[src/rtl/i2c_lc_pkg.sv]
package i2c_lc_pkg;
  localparam int unsigned REG_W   = 8;
  localparam int unsigned B_EN    = 7;
  localparam int unsigned B_IRST  = 6;
  localparam int unsigned B_RSVD  = 5;
  localparam int unsigned B_WP    = 4;
  localparam int unsigned B_SCLM  = 3;
  localparam int unsigned B_SDAM  = 2;
  localparam int unsigned B_SCLL  = 1;
  localparam int unsigned B_SDAL  = 0;
  localparam int unsigned N_LINES = 2;
  localparam int unsigned L_SDA   = 0;
  localparam int unsigned L_SCL   = 1;
endpackage

[src/rtl/i2c_lc_sync.sv]
module i2c_lc_sync #(
  parameter int unsigned WIDTH  = 2,
  parameter int unsigned STAGES = 2
) (
  input  logic             clk_i,
  input  logic             rst_ni,
  input  logic [WIDTH-1:0] d_i,
  output logic [WIDTH-1:0] q_o
);
  for (genvar g = 0; g < WIDTH; g++) begin : g_line
    logic [STAGES-1:0] chain;
    always_ff @(posedge clk_i or negedge rst_ni) begin
      if (!rst_ni) chain <= '1;
      else         chain <= {chain[STAGES-2:0], d_i[g]};
    end
    assign q_o[g] = chain[STAGES-1];
  end
endmodule

[src/rtl/i2c_lc_busy.sv]
module i2c_lc_busy (
  input  logic clk_i,
  input  logic rst_ni,
  input  logic scl_s_i,
  input  logic sda_s_i,
  input  logic hold_clr_i,
  output logic busy_o
);
  logic scl_p, sda_p, start_c, stop_c;

  always_ff @(posedge clk_i or negedge rst_ni) begin
    if (!rst_ni) begin
      scl_p <= 1'b1;
      sda_p <= 1'b1;
    end else begin
      scl_p <= scl_s_i;
      sda_p <= sda_s_i;
    end
  end

  assign start_c = scl_p & scl_s_i & sda_p & ~sda_s_i;
  assign stop_c  = scl_p & scl_s_i & ~sda_p & sda_s_i;

  always_ff @(posedge clk_i or negedge rst_ni) begin
    if (!rst_ni)        busy_o <= 1'b0;
    else if (hold_clr_i) busy_o <= 1'b0;
    else if (start_c)    busy_o <= 1'b1;
    else if (stop_c)     busy_o <= 1'b0;
  end

  p_start_sets_r6: assert property (@(posedge clk_i) disable iff (!rst_ni)
    (start_c && !hold_clr_i) |=> busy_o);
  p_stop_clears_r7: assert property (@(posedge clk_i) disable iff (!rst_ni)
    stop_c |=> !busy_o);
  p_irst_clears_r8: assert property (@(posedge clk_i) disable iff (!rst_ni)
    hold_clr_i |=> !busy_o);
  p_no_start_no_rise_r10: assert property (@(posedge clk_i) disable iff (!rst_ni)
    (!start_c && !busy_o) |=> !busy_o);
endmodule

[src/rtl/i2c_lc_regs.sv]
module i2c_lc_regs
  import i2c_lc_pkg::*;
(
  input  logic             clk_i,
  input  logic             rst_ni,
  input  logic             wr_en_i,
  input  logic [REG_W-1:0] wr_data_i,
  output logic             en_o,
  output logic             irst_o,
  output logic             scl_man_o,
  output logic             sda_man_o
);
  logic wp_open;
  assign wp_open = wr_en_i & ~wr_data_i[B_WP];

  always_ff @(posedge clk_i or negedge rst_ni) begin
    if (!rst_ni) begin
      en_o   <= 1'b0;
      irst_o <= 1'b0;
    end else if (wr_en_i) begin
      en_o   <= wr_data_i[B_EN];
      irst_o <= wr_data_i[B_IRST];
    end
  end

  // manual line bits only move when the guard bit is written as 0
  always_ff @(posedge clk_i or negedge rst_ni) begin
    if (!rst_ni) begin
      scl_man_o <= 1'b1;
      sda_man_o <= 1'b1;
    end else if (wp_open) begin
      scl_man_o <= wr_data_i[B_SCLM];
      sda_man_o <= wr_data_i[B_SDAM];
    end
  end

  p_wp_holds_r2: assert property (@(posedge clk_i) disable iff (!rst_ni)
    (wr_en_i && wr_data_i[B_WP]) |=> ($stable(scl_man_o) && $stable(sda_man_o)));
  p_no_write_holds_r5: assert property (@(posedge clk_i) disable iff (!rst_ni)
    !wr_en_i |=> ($stable(en_o) && $stable(irst_o)));
endmodule

[src/rtl/i2c_line_ctrl.sv]
module i2c_line_ctrl
  import i2c_lc_pkg::*;
(
  input  logic             clk_i,
  input  logic             rst_ni,
  input  logic             wr_en_i,
  input  logic [REG_W-1:0] wr_data_i,
  output logic [REG_W-1:0] rd_data_o,
  input  logic             scl_i,
  input  logic             sda_i,
  input  logic             eng_scl_low_i,
  input  logic             eng_sda_low_i,
  output logic             scl_oe_o,
  output logic             sda_oe_o,
  output logic             eng_rst_o,
  output logic             bus_busy_o
);
  logic en, irst, scl_man, sda_man;
  logic [N_LINES-1:0] pin_raw, pin_s;

  i2c_lc_regs u_regs (
    .clk_i     (clk_i),
    .rst_ni    (rst_ni),
    .wr_en_i   (wr_en_i),
    .wr_data_i (wr_data_i),
    .en_o      (en),
    .irst_o    (irst),
    .scl_man_o (scl_man),
    .sda_man_o (sda_man)
  );

  assign pin_raw[L_SCL] = scl_i;
  assign pin_raw[L_SDA] = sda_i;

  i2c_lc_sync #(.WIDTH(N_LINES), .STAGES(2)) u_sync (
    .clk_i  (clk_i),
    .rst_ni (rst_ni),
    .d_i    (pin_raw),
    .q_o    (pin_s)
  );

  i2c_lc_busy u_busy (
    .clk_i      (clk_i),
    .rst_ni     (rst_ni),
    .scl_s_i    (pin_s[L_SCL]),
    .sda_s_i    (pin_s[L_SDA]),
    .hold_clr_i (irst),
    .busy_o     (bus_busy_o)
  );

  // engine requests are void while it is held in reset
  assign scl_oe_o  = en & (~scl_man | (eng_scl_low_i & ~irst));
  assign sda_oe_o  = en & (~sda_man | (eng_sda_low_i & ~irst));
  assign eng_rst_o = irst;

  always_comb begin
    rd_data_o         = '0;
    rd_data_o[B_EN]   = en;
    rd_data_o[B_IRST] = irst;
    rd_data_o[B_RSVD] = 1'b0;
    rd_data_o[B_WP]   = 1'b1;
    rd_data_o[B_SCLM] = scl_man;
    rd_data_o[B_SDAM] = sda_man;
    rd_data_o[B_SCLL] = pin_s[L_SCL];
    rd_data_o[B_SDAL] = pin_s[L_SDA];
  end

  p_off_no_drive_r3: assert property (@(posedge clk_i) disable iff (!rst_ni)
    !rd_data_o[B_EN] |-> (!scl_oe_o && !sda_oe_o));
  p_irst_mask_r5: assert property (@(posedge clk_i) disable iff (!rst_ni)
    (eng_rst_o && rd_data_o[B_SCLM]) |-> !scl_oe_o);
endmodule

[config.mk]
export PLATFORM = sky130hd
export DESIGN_NAME = i2c_line_ctrl
export DESIGN_NICKNAME = d
export VERILOG_FILES = /design/src/rtl/i2c_lc_pkg.sv /design/src/rtl/i2c_lc_sync.sv /design/src/rtl/i2c_lc_busy.sv /design/src/rtl/i2c_lc_regs.sv /design/src/rtl/i2c_line_ctrl.sv
export SDC_FILE = /design/constraint.sdc
export NUM_CORES = 1
export LEC_CHECK = 0
export CORE_AREA = 2 2 39 41
export CTS_CLUSTER_DIAMETER = 150
export DETAILED_ROUTE_END_ITERATION = 8
export DIE_AREA = 0 0 41 43
export DONT_BUFFER_PORTS = 1
export GPL_TIMING_DRIVEN = 0
export PLACE_DENSITY = 0.47
export SLEW_MARGIN = 5
export SYNTH_ARGS = -nofsm -noshare
export SYNTH_HDL_FRONTEND = slang
export SYNTH_SLANG_ARGS = --single-unit
[constraint.sdc]
create_clock -name clk_i -period 0.9 [get_ports clk_i]
set_input_delay 0.18 -clock clk_i [delete_from_list [all_inputs] [get_ports clk_i]]
set_output_delay 0.18 -clock clk_i [all_outputs]
set_load 0.02 [all_outputs]
### After elaboration in Yosys (flattened, before gate mapping)

Index checks and enable logic that the tools add are counted.

* logic and storage cells: 31
* bits in registers: 11
* input bits: 15

* multiplexer cells: 3
* bitwise logic cells: 18
* reduce and logical (&&, ||, !) cells: 1

Operator list (number)
* 1-bit AND: 10
* 1-bit NOT: 6
* 1-bit two-way mux: 3
* 3-bit nonzero test: 1
* 1-bit bitwise OR: 2

### Logic depth before layout (Yosys ltp)

Gate-level depths: netlist of the first run.

* depth in word-level cells: 6
* gate-level depth with buffers: 3
* mapped depth without buffers: 3

### Modules after synthesis

A second synthesis of the first run with hierarchy kept.

* cells, all modules: 35
* area, all modules: 474.2 um^2

Modules (own cells, without submodules)
* i2c_lc_regs: times used 1, cells an instance 9, area an instance 168.9 um^2
* i2c_lc_sync: times used 1, cells an instance 6, area an instance 120.1 um^2
* i2c_lc_busy: times used 1, cells an instance 8, area an instance 105.1 um^2
* i2c_line_ctrl: times used 1, cells an instance 12, area an instance 80.1 um^2

### Least setup slack after synthesis of the first run

OpenSTA, ideal clock, no wires.

* path type: reg-to-output
* start: reg u_regs.irst_o
* end: out scl_oe_o
* arrival: 1.146 ns
* stages on the path, launching flop included: 3
* setup slack: -0.426 ns
* buffers on the path: 0
* path through: dfrtp_1 -> nand2b_1 -> a21boi_0

* cells in the longest elaborated chain, start to end: 4

RTL lines
* start: declaration: line i2c_lc_regs.sv:9 `output logic irst_o,`
* start signal: assignment: line i2c_lc_regs.sv:22 `irst_o <= wr_data_i[B_IRST];`
* 1-bit NOT: line i2c_line_ctrl.sv:52 `assign scl_oe_o = en & (~scl_man | (eng_scl_low_i & ~irst));`
* 1-bit AND: line i2c_line_ctrl.sv:52
* 1-bit bitwise OR: line i2c_line_ctrl.sv:52
* 1-bit AND: line i2c_line_ctrl.sv:52
* end: declaration: line i2c_line_ctrl.sv:13 `output logic scl_oe_o,`

No other way between the ends.

### Worst setup path after layout of the first run

Ends and elaborated chain as after synthesis.

==> results of run 1 <==
worst max path at each step:
stage                                endpoint  cells after the start                           startpoint
floorplan                            scl_oe_o                      2            u_regs.irst_o$_DFFE_PN0P_
global placement                     scl_oe_o                      2            u_regs.irst_o$_DFFE_PN0P_
detailed placement  u_busy.busy_o$_DFFE_PN0P_                      3  u_sync.g_line[1].chain[1]$_DFF_PN1_
CTS                                  scl_oe_o                      2            u_regs.irst_o$_DFFE_PN0P_
global route                         scl_oe_o                      2            u_regs.irst_o$_DFFE_PN0P_
finish                               scl_oe_o                      2            u_regs.irst_o$_DFFE_PN0P_
state kept, by name (all words and copies together) (netlist names):
name and flops:
u_sync.g_line.chain 4, u_busy.busy_o 1, u_busy.scl_p 1, u_busy.sda_p 1
u_regs.en_o 1, u_regs.irst_o 1, u_regs.scl_man_o 1, u_regs.sda_man_o 1
cells by family after synthesis:
group           after synthesis
flops                        11
compound gates                5
mux                           4
other cells                   2
simple gates                  5
buf+inv                       8
timing repair:
| action | in CTS | in global routing |
|---|---|---|
| endpoints found under the setup margin | 11 | 12 |
| endpoints found under the hold margin | 13 | 0 |
| gates resized for setup | 6 | 2 |
| hold buffers | 3 | 0 |
| setup buffers | 2 | 0 |
power groups by stage:
stage          logic [uW]  registers [uW]  clock network (uW)
6_report              243             615                 317
5_1_grt               256             623                 366
4_1_cts               242             615                 342
3_5_place_dp          199             619                   0
3_3_place_gp          198             615                   0
2_1_floorplan         190             607                   0
stage by stage:
stage,setup TNS [ns],util,total power (uW)
finish,-2.219,0.4539,1175
CTS,-2.392,0.4503,1200
detailed placement,-0.3710,0.3843,817.8
floorplan,-0.2306,-,797.2
global route,-2.693,0.4539,1245
global placement,-0.3283,0.3843,813.3
per-layer routing:
metal | track usage | wire (um)
met5 | 0 | 0
met4 | 0.08000 | 0
met3 | 0.02618 | 98
met2 | 0.1625 | 398
met1 | 0.1000 | 261
final cells by class:
class / instances / share of cell area
Clock buffer: 4 / 0.04183
Sequential cell: 11 / 0.4602
Tap cell: 16 / 0.03187
Timing Repair Buffer: 5 / 0.07769
Buffer: 8 / 0.1255
Multi-Input combinational cell: 16 / 0.2629
critical path, delay by kind of cell, from the launching register on:
family | cells | cell delay [ns]
AOI/OAI and AO/OA | 1 | 0.20
DFF | 1 | 0.49
and+or+nand+nor | 1 | 0.18
layout by cell type (no fill, tap or decap):
cell type,count
dfstp_2,8
buf_6,6
buf_4,4
clkbuf_4,3
dlygate4sd3_1,3
dfrtp_2,3
nand2b_4,2
a21boi_4,2
mux2_4,2
mux2_2,2
conb_1,2
a31oi_1,1
or2_1,1
nand2_1,1
o21ai_0,1
a21oi_1,1
nor2b_4,1
clkbuf_1,1
==> flow_summary.yaml, run 1 <==
run:
  cap_viol_max_count: 0
timing:
  period_share: 1.443
  clock_skew_ns: 0.004993
  min_period_ns: 1.299
  hold_viol_final: 0
  rsz0062_at_grt: "yes"
  holdWs_ns: 0.06305
  finalMaxSlewViolations: 0
  max_freq_ghz: 0.7697
  setup_slack_ns: -0.3991
  setup_viol: 11
yosys:
  ys_warn_count: 0
  synthTopCellsByCount: "buf_4 (8), dfstp_2 (8), dfrtp_1 (3)"
  ys.flop_type: "dfstp_2"
  ys_top_cells_by_area: "dfstp_2 (44%), dfrtp_1 (16%), buf_4 (13%)"
  synth_compound_area_frac: 0.06614
  ys_seq_elements: 11
  synth_top_family_by_area: "buffers and inverters"
  synth-simple-area-share: 0.07672
  synth_top_area_frac: 0.4444
  syn_nets: 50
  yosysTopAreaCell: "dfstp_2"
  ys_seq_area_frac: 0.6032
  synth_edf_count: 0
  ys_types: 14
  async_flop_share: 1.000
  postSynthAreaPerCell_um2: 13.51
  synth_xor_area_frac: 0
  synthAdderAreaFrac: 0
  synthMuxAreaShare: 0.1111
  syn_area_um2: 473.0
  synth_cells: 35
power:
  p_sw_uw: 305.0
  power_leakage_uw: 0.0002758
  seqPwrFrac: 0.524
  power.density_nw_per_um2: 1871
  ir_drop_mv: 0.7495
  comb_power_share: 0.207
  intPower_uw: 869.9
  clkPwrFrac: 0.270
  p_sw_frac: 0.2596
final_layout:
  area_delta_synth_final_pct: 32.80
  post-route-cell-area_um2: 628.1
  final_cells: 60
  fin_nets: 60
  nFillCells: 140
  seq_area_um2: 289.0
  antennaDiodeCount: 0
  multi_input_area_um2: 165.2
  layout-drive-gt1-share: 0.7500
clock_tree:
  clkTransAtPathRegs_ns: 0.07
  cts.sinks: 11
  cts-htree-levels: 1
  cts_buffer_depth: 2
  numCtsBuffers: 3
  cts_root_buf: "clkbuf_4"
  cts_tree: "built"
  clock_latency_ns: 0.26
detailed_routing:
  vias: 265
  antenna_left: 0
  wire_per_inst_um: 12.63
  post-route-drc-count: 0
  drt-initial-drc-count: 2
  via_per_inst: 4.417
  dr.pass1.iters: 2
  finalWirelength_um: 758
setup_path:
  regToRegStartpoint: "u_sync.g_line[1].chain[1]$_DFF_PN1_"
  cp_cell_sequence: "nand2b_4 > a21boi_4"
  crit_required_ns: 0.72
  critPathCaptureType: "output port"
  path_class: "register to output port"
  max_stage_delay_ns: 0.49
  critPathMaxFanout: 6
  cp_slowest_cell: "dfrtp_2"
  timing.rr.end: "u_busy.busy_o$_DFFE_PN0P_"
  rrSetupSlack_ns: -0.16
  startpoint_type: "register"
  reg2regPathDepth: 3
  worstPathArrival_ns: 1.12
global_routing:
  antenna_found_initial: 0
  grt_max_degree: 12
  overflow: 0
  grtUsageTotal: 0.1005
  grt_pass1_vias: 316
  grt_pass1_wl_um: 1145
place:
  dp.cells: 51
  routabilityCongestion: 0.5580
  place_hpwl_um: 584.1
  io_buffer_count: 0
  placed_cell_area_um2: 531.8
  place_ws_ns: -0.1338
floorplan:
  core-area_um2: 1384
  die_w_um: 41
  die_height_um: 43
  design.die.area_um2: 1763
  start_util: 0.3418
  row_count: 14
  io_pins: 27
min_path:
  hp-class: "input pin to register"
  whs_endpoint: "u_regs.scl_man_o$_DFFE_PN1P_"
  min_from: "wr_data_i[3]"
  whs_path_depth: 1
status:
  violations: "negative setup slack"
  outcome: "complete, but fails checks"
(Power assumes the default switching activity.)
==> inputs of run 2 (changes only) <==
--- a/config.mk
+++ b/config.mk
@@ -5,13 +5,12 @@
 export SDC_FILE = /design/constraint.sdc
 export NUM_CORES = 1
 export LEC_CHECK = 0
-export CORE_AREA = 2 2 39 41
-export CTS_CLUSTER_DIAMETER = 150
+export CORE_UTILIZATION = 32
+export CTS_CLUSTER_DIAMETER = 80
 export DETAILED_ROUTE_END_ITERATION = 8
-export DIE_AREA = 0 0 41 43
-export DONT_BUFFER_PORTS = 1
 export GPL_TIMING_DRIVEN = 0
-export PLACE_DENSITY = 0.47
+export PLACE_DENSITY = 0.68
+export SKIP_LAST_GASP = 1
 export SLEW_MARGIN = 5
 export SYNTH_ARGS = -nofsm -noshare
 export SYNTH_HDL_FRONTEND = slang
==> run 2 against run 1 <==
  * The run still ends with negative setup slack left
  * Clock power rose by 2%
  * Critical path depth rose by 1
  * Sequential share of layout area fell by 13 points
  * Clock skew fell by 0.0032 ns
  * First-iteration DRC count did not move
  * Largest cell class is now non-clock buffers
  * Largest power group unchanged
  * Highest routed layer unchanged
==> flow_summary.yaml, run 2 (synthesis results as in run 1) <==
timing:
  finalMaxSlewViolations: 0
  clock_skew_ns: 0.001781
  min_period_ns: 1.277
  hold_viol_final: 0
  setup_tns_ns: -2.873
  setup_viol: 12
  setup_slack_ns: -0.3766
  rsz0062_at_grt: "yes"
  period_share: 1.418
  max_freq_ghz: 0.7833
global_routing:
  overflow: 0
  antenna_found_initial: 0
  grtUsageTotal: 0.1168
  grt_max_degree: 12
  grt_pass1_vias: 312
  grt_pass1_wl_um: 1221
clock_tree:
  cts_tree: "built"
  cts-htree-levels: 1
  numCtsBuffers: 3
  clkTransAtPathRegs_ns: 0.07
  cts_root_buf: "clkbuf_4"
  cts_buffer_depth: 2
  cts.sinks: 11
  clock_latency_ns: 0.26
setup_path:
  critPathMaxFanout: 3
  crit_top_cell: "buf_6"
  max_stage_delay_ns: 0.56
  reg2regPathDepth: 3
  crit_required_ns: 0.72
  startpoint_type: "register"
  cp_num_buf_inv: 2
  crit_family: "flip-flops"
  rrSetupSlack_ns: -0.12
  cp.depth: 3
  cp_slowest_cell: "dfstp_2"
  path_class: "register to output port"
  critPathCaptureType: "output port"
  worstPathArrival_ns: 1.10
  cp_cell_sequence: "buf_6 > a21boi_4 > buf_6"
place:
  io_buffer_count: 21
  place_ws_ns: -0.7622
  routabilityCongestion: 0.5611
  placed_cell_area_um2: 740.7
  dp.cells: 71
  place_hpwl_um: 589.3
power:
  power_leakage_uw: 0.0003968
  ir_drop_mv: 0.9071
  power.density_nw_per_um2: 1601
detailed_routing:
  wire_per_inst_um: 9.463
  antenna_left: 0
  dr.pass1.iters: 4
  finalWirelength_um: 776
  vias: 345
  post-route-drc-count: 0
  drt-initial-drc-count: 2
  via_per_inst: 4.207
final_layout:
  antennaDiodeCount: 0
  fin_nets: 83
  largest_register_ffs: 4
  area_delta_synth_final_pct: 81.22
  final_cells: 82
  final_cell_mix: "buf_6 (17), clkdlybuf4s50_1 (10), buf_4 (8), dfstp_2 (8), clkbuf_4 (3)"
  nFillCells: 117
  final_common_cell: "buf_6"
  layout-drive-gt1-share: 0.6866
  post-route-cell-area_um2: 857.1
  seq_area_um2: 286.5
  multi_input_area_um2: 165.2
  top_register: "u_sync.g_line.chain"
  final_util: 0.6426
floorplan:
  die_height_um: 40.45
  row_count: 13
  die_w_um: 40.45
  io_pins: 27
  start_util: 0.3546
  core-area_um2: 1334
  design.die.area_um2: 1636
run:
  cap_viol_max_count: 0
status:
  violations: "negative setup slack"
  outcome: "complete, but fails checks"
min_path:
  hp-class: "input pin to async pin"
run 2: timing repair:
action,4_1_cts,5_1_grt
hold buffers,0,0
setup buffers,7,0
hold endpoints to repair,0,0
gates resized for setup,66,2
setup endpoints to repair,13,12
run 2: cell type report:
class / count / share of cell area
Tap cell: 15 / 0.02190
Clock buffer: 4 / 0.03066
Timing Repair Buffer: 28 / 0.3285
Sequential cell: 11 / 0.3343
Multi-Input combinational cell: 16 / 0.1927
Buffer: 8 / 0.09197
run 2: metal layers:
layer  track usage  wire length, um
met1        0.1419              301
met2        0.1905              417
met3       0.03333               57
met4       0.05000                0
met5             0                0
run 2: final timing paths:
check / endpoint / startpoint
setup / recovery: scl_oe_o / u_regs.scl_man_o$_DFFE_PN1P_
hold / removal: u_regs.en_o$_DFFE_PN0P_ / rst_ni
setup reg to reg: u_busy.busy_o$_DFFE_PN0P_ / u_sync.g_line[1].chain[1]$_DFF_PN1_
hold reg to reg: u_sync.g_line[1].chain[1]$_DFF_PN1_ / u_sync.g_line[1].chain[0]$_DFF_PN1_
max in group asynchronous: u_sync.g_line[1].chain[1]$_DFF_PN1_ / rst_ni
min in group clk_i: u_sync.g_line[0].chain[0]$_DFF_PN1_ / sda_i
run 2: report_power, final:
| group | leakage [uW] | total (uW) | switching [uW] | internal [uW] |
|---|---|---|---|---|
| Combinational | 0.000262 | 460 | 165 | 295 |
| Clock | 0.0000150 | 323 | 152 | 171 |
| Sequential | 0.000120 | 589 | 32.6 | 556 |
| Total | 0.000397 | 1370 | 349 | 1020 |
run 2: through the flow:
step	power (uW)	hold slack (ns)
after floorplan	797.2	-0.1156
after CTS	1382	0.2465
after detailed placement	965.3	0.3470
after global routing	1451	0.2458
final	1373	0.2284
after global placement	959.4	0.3459
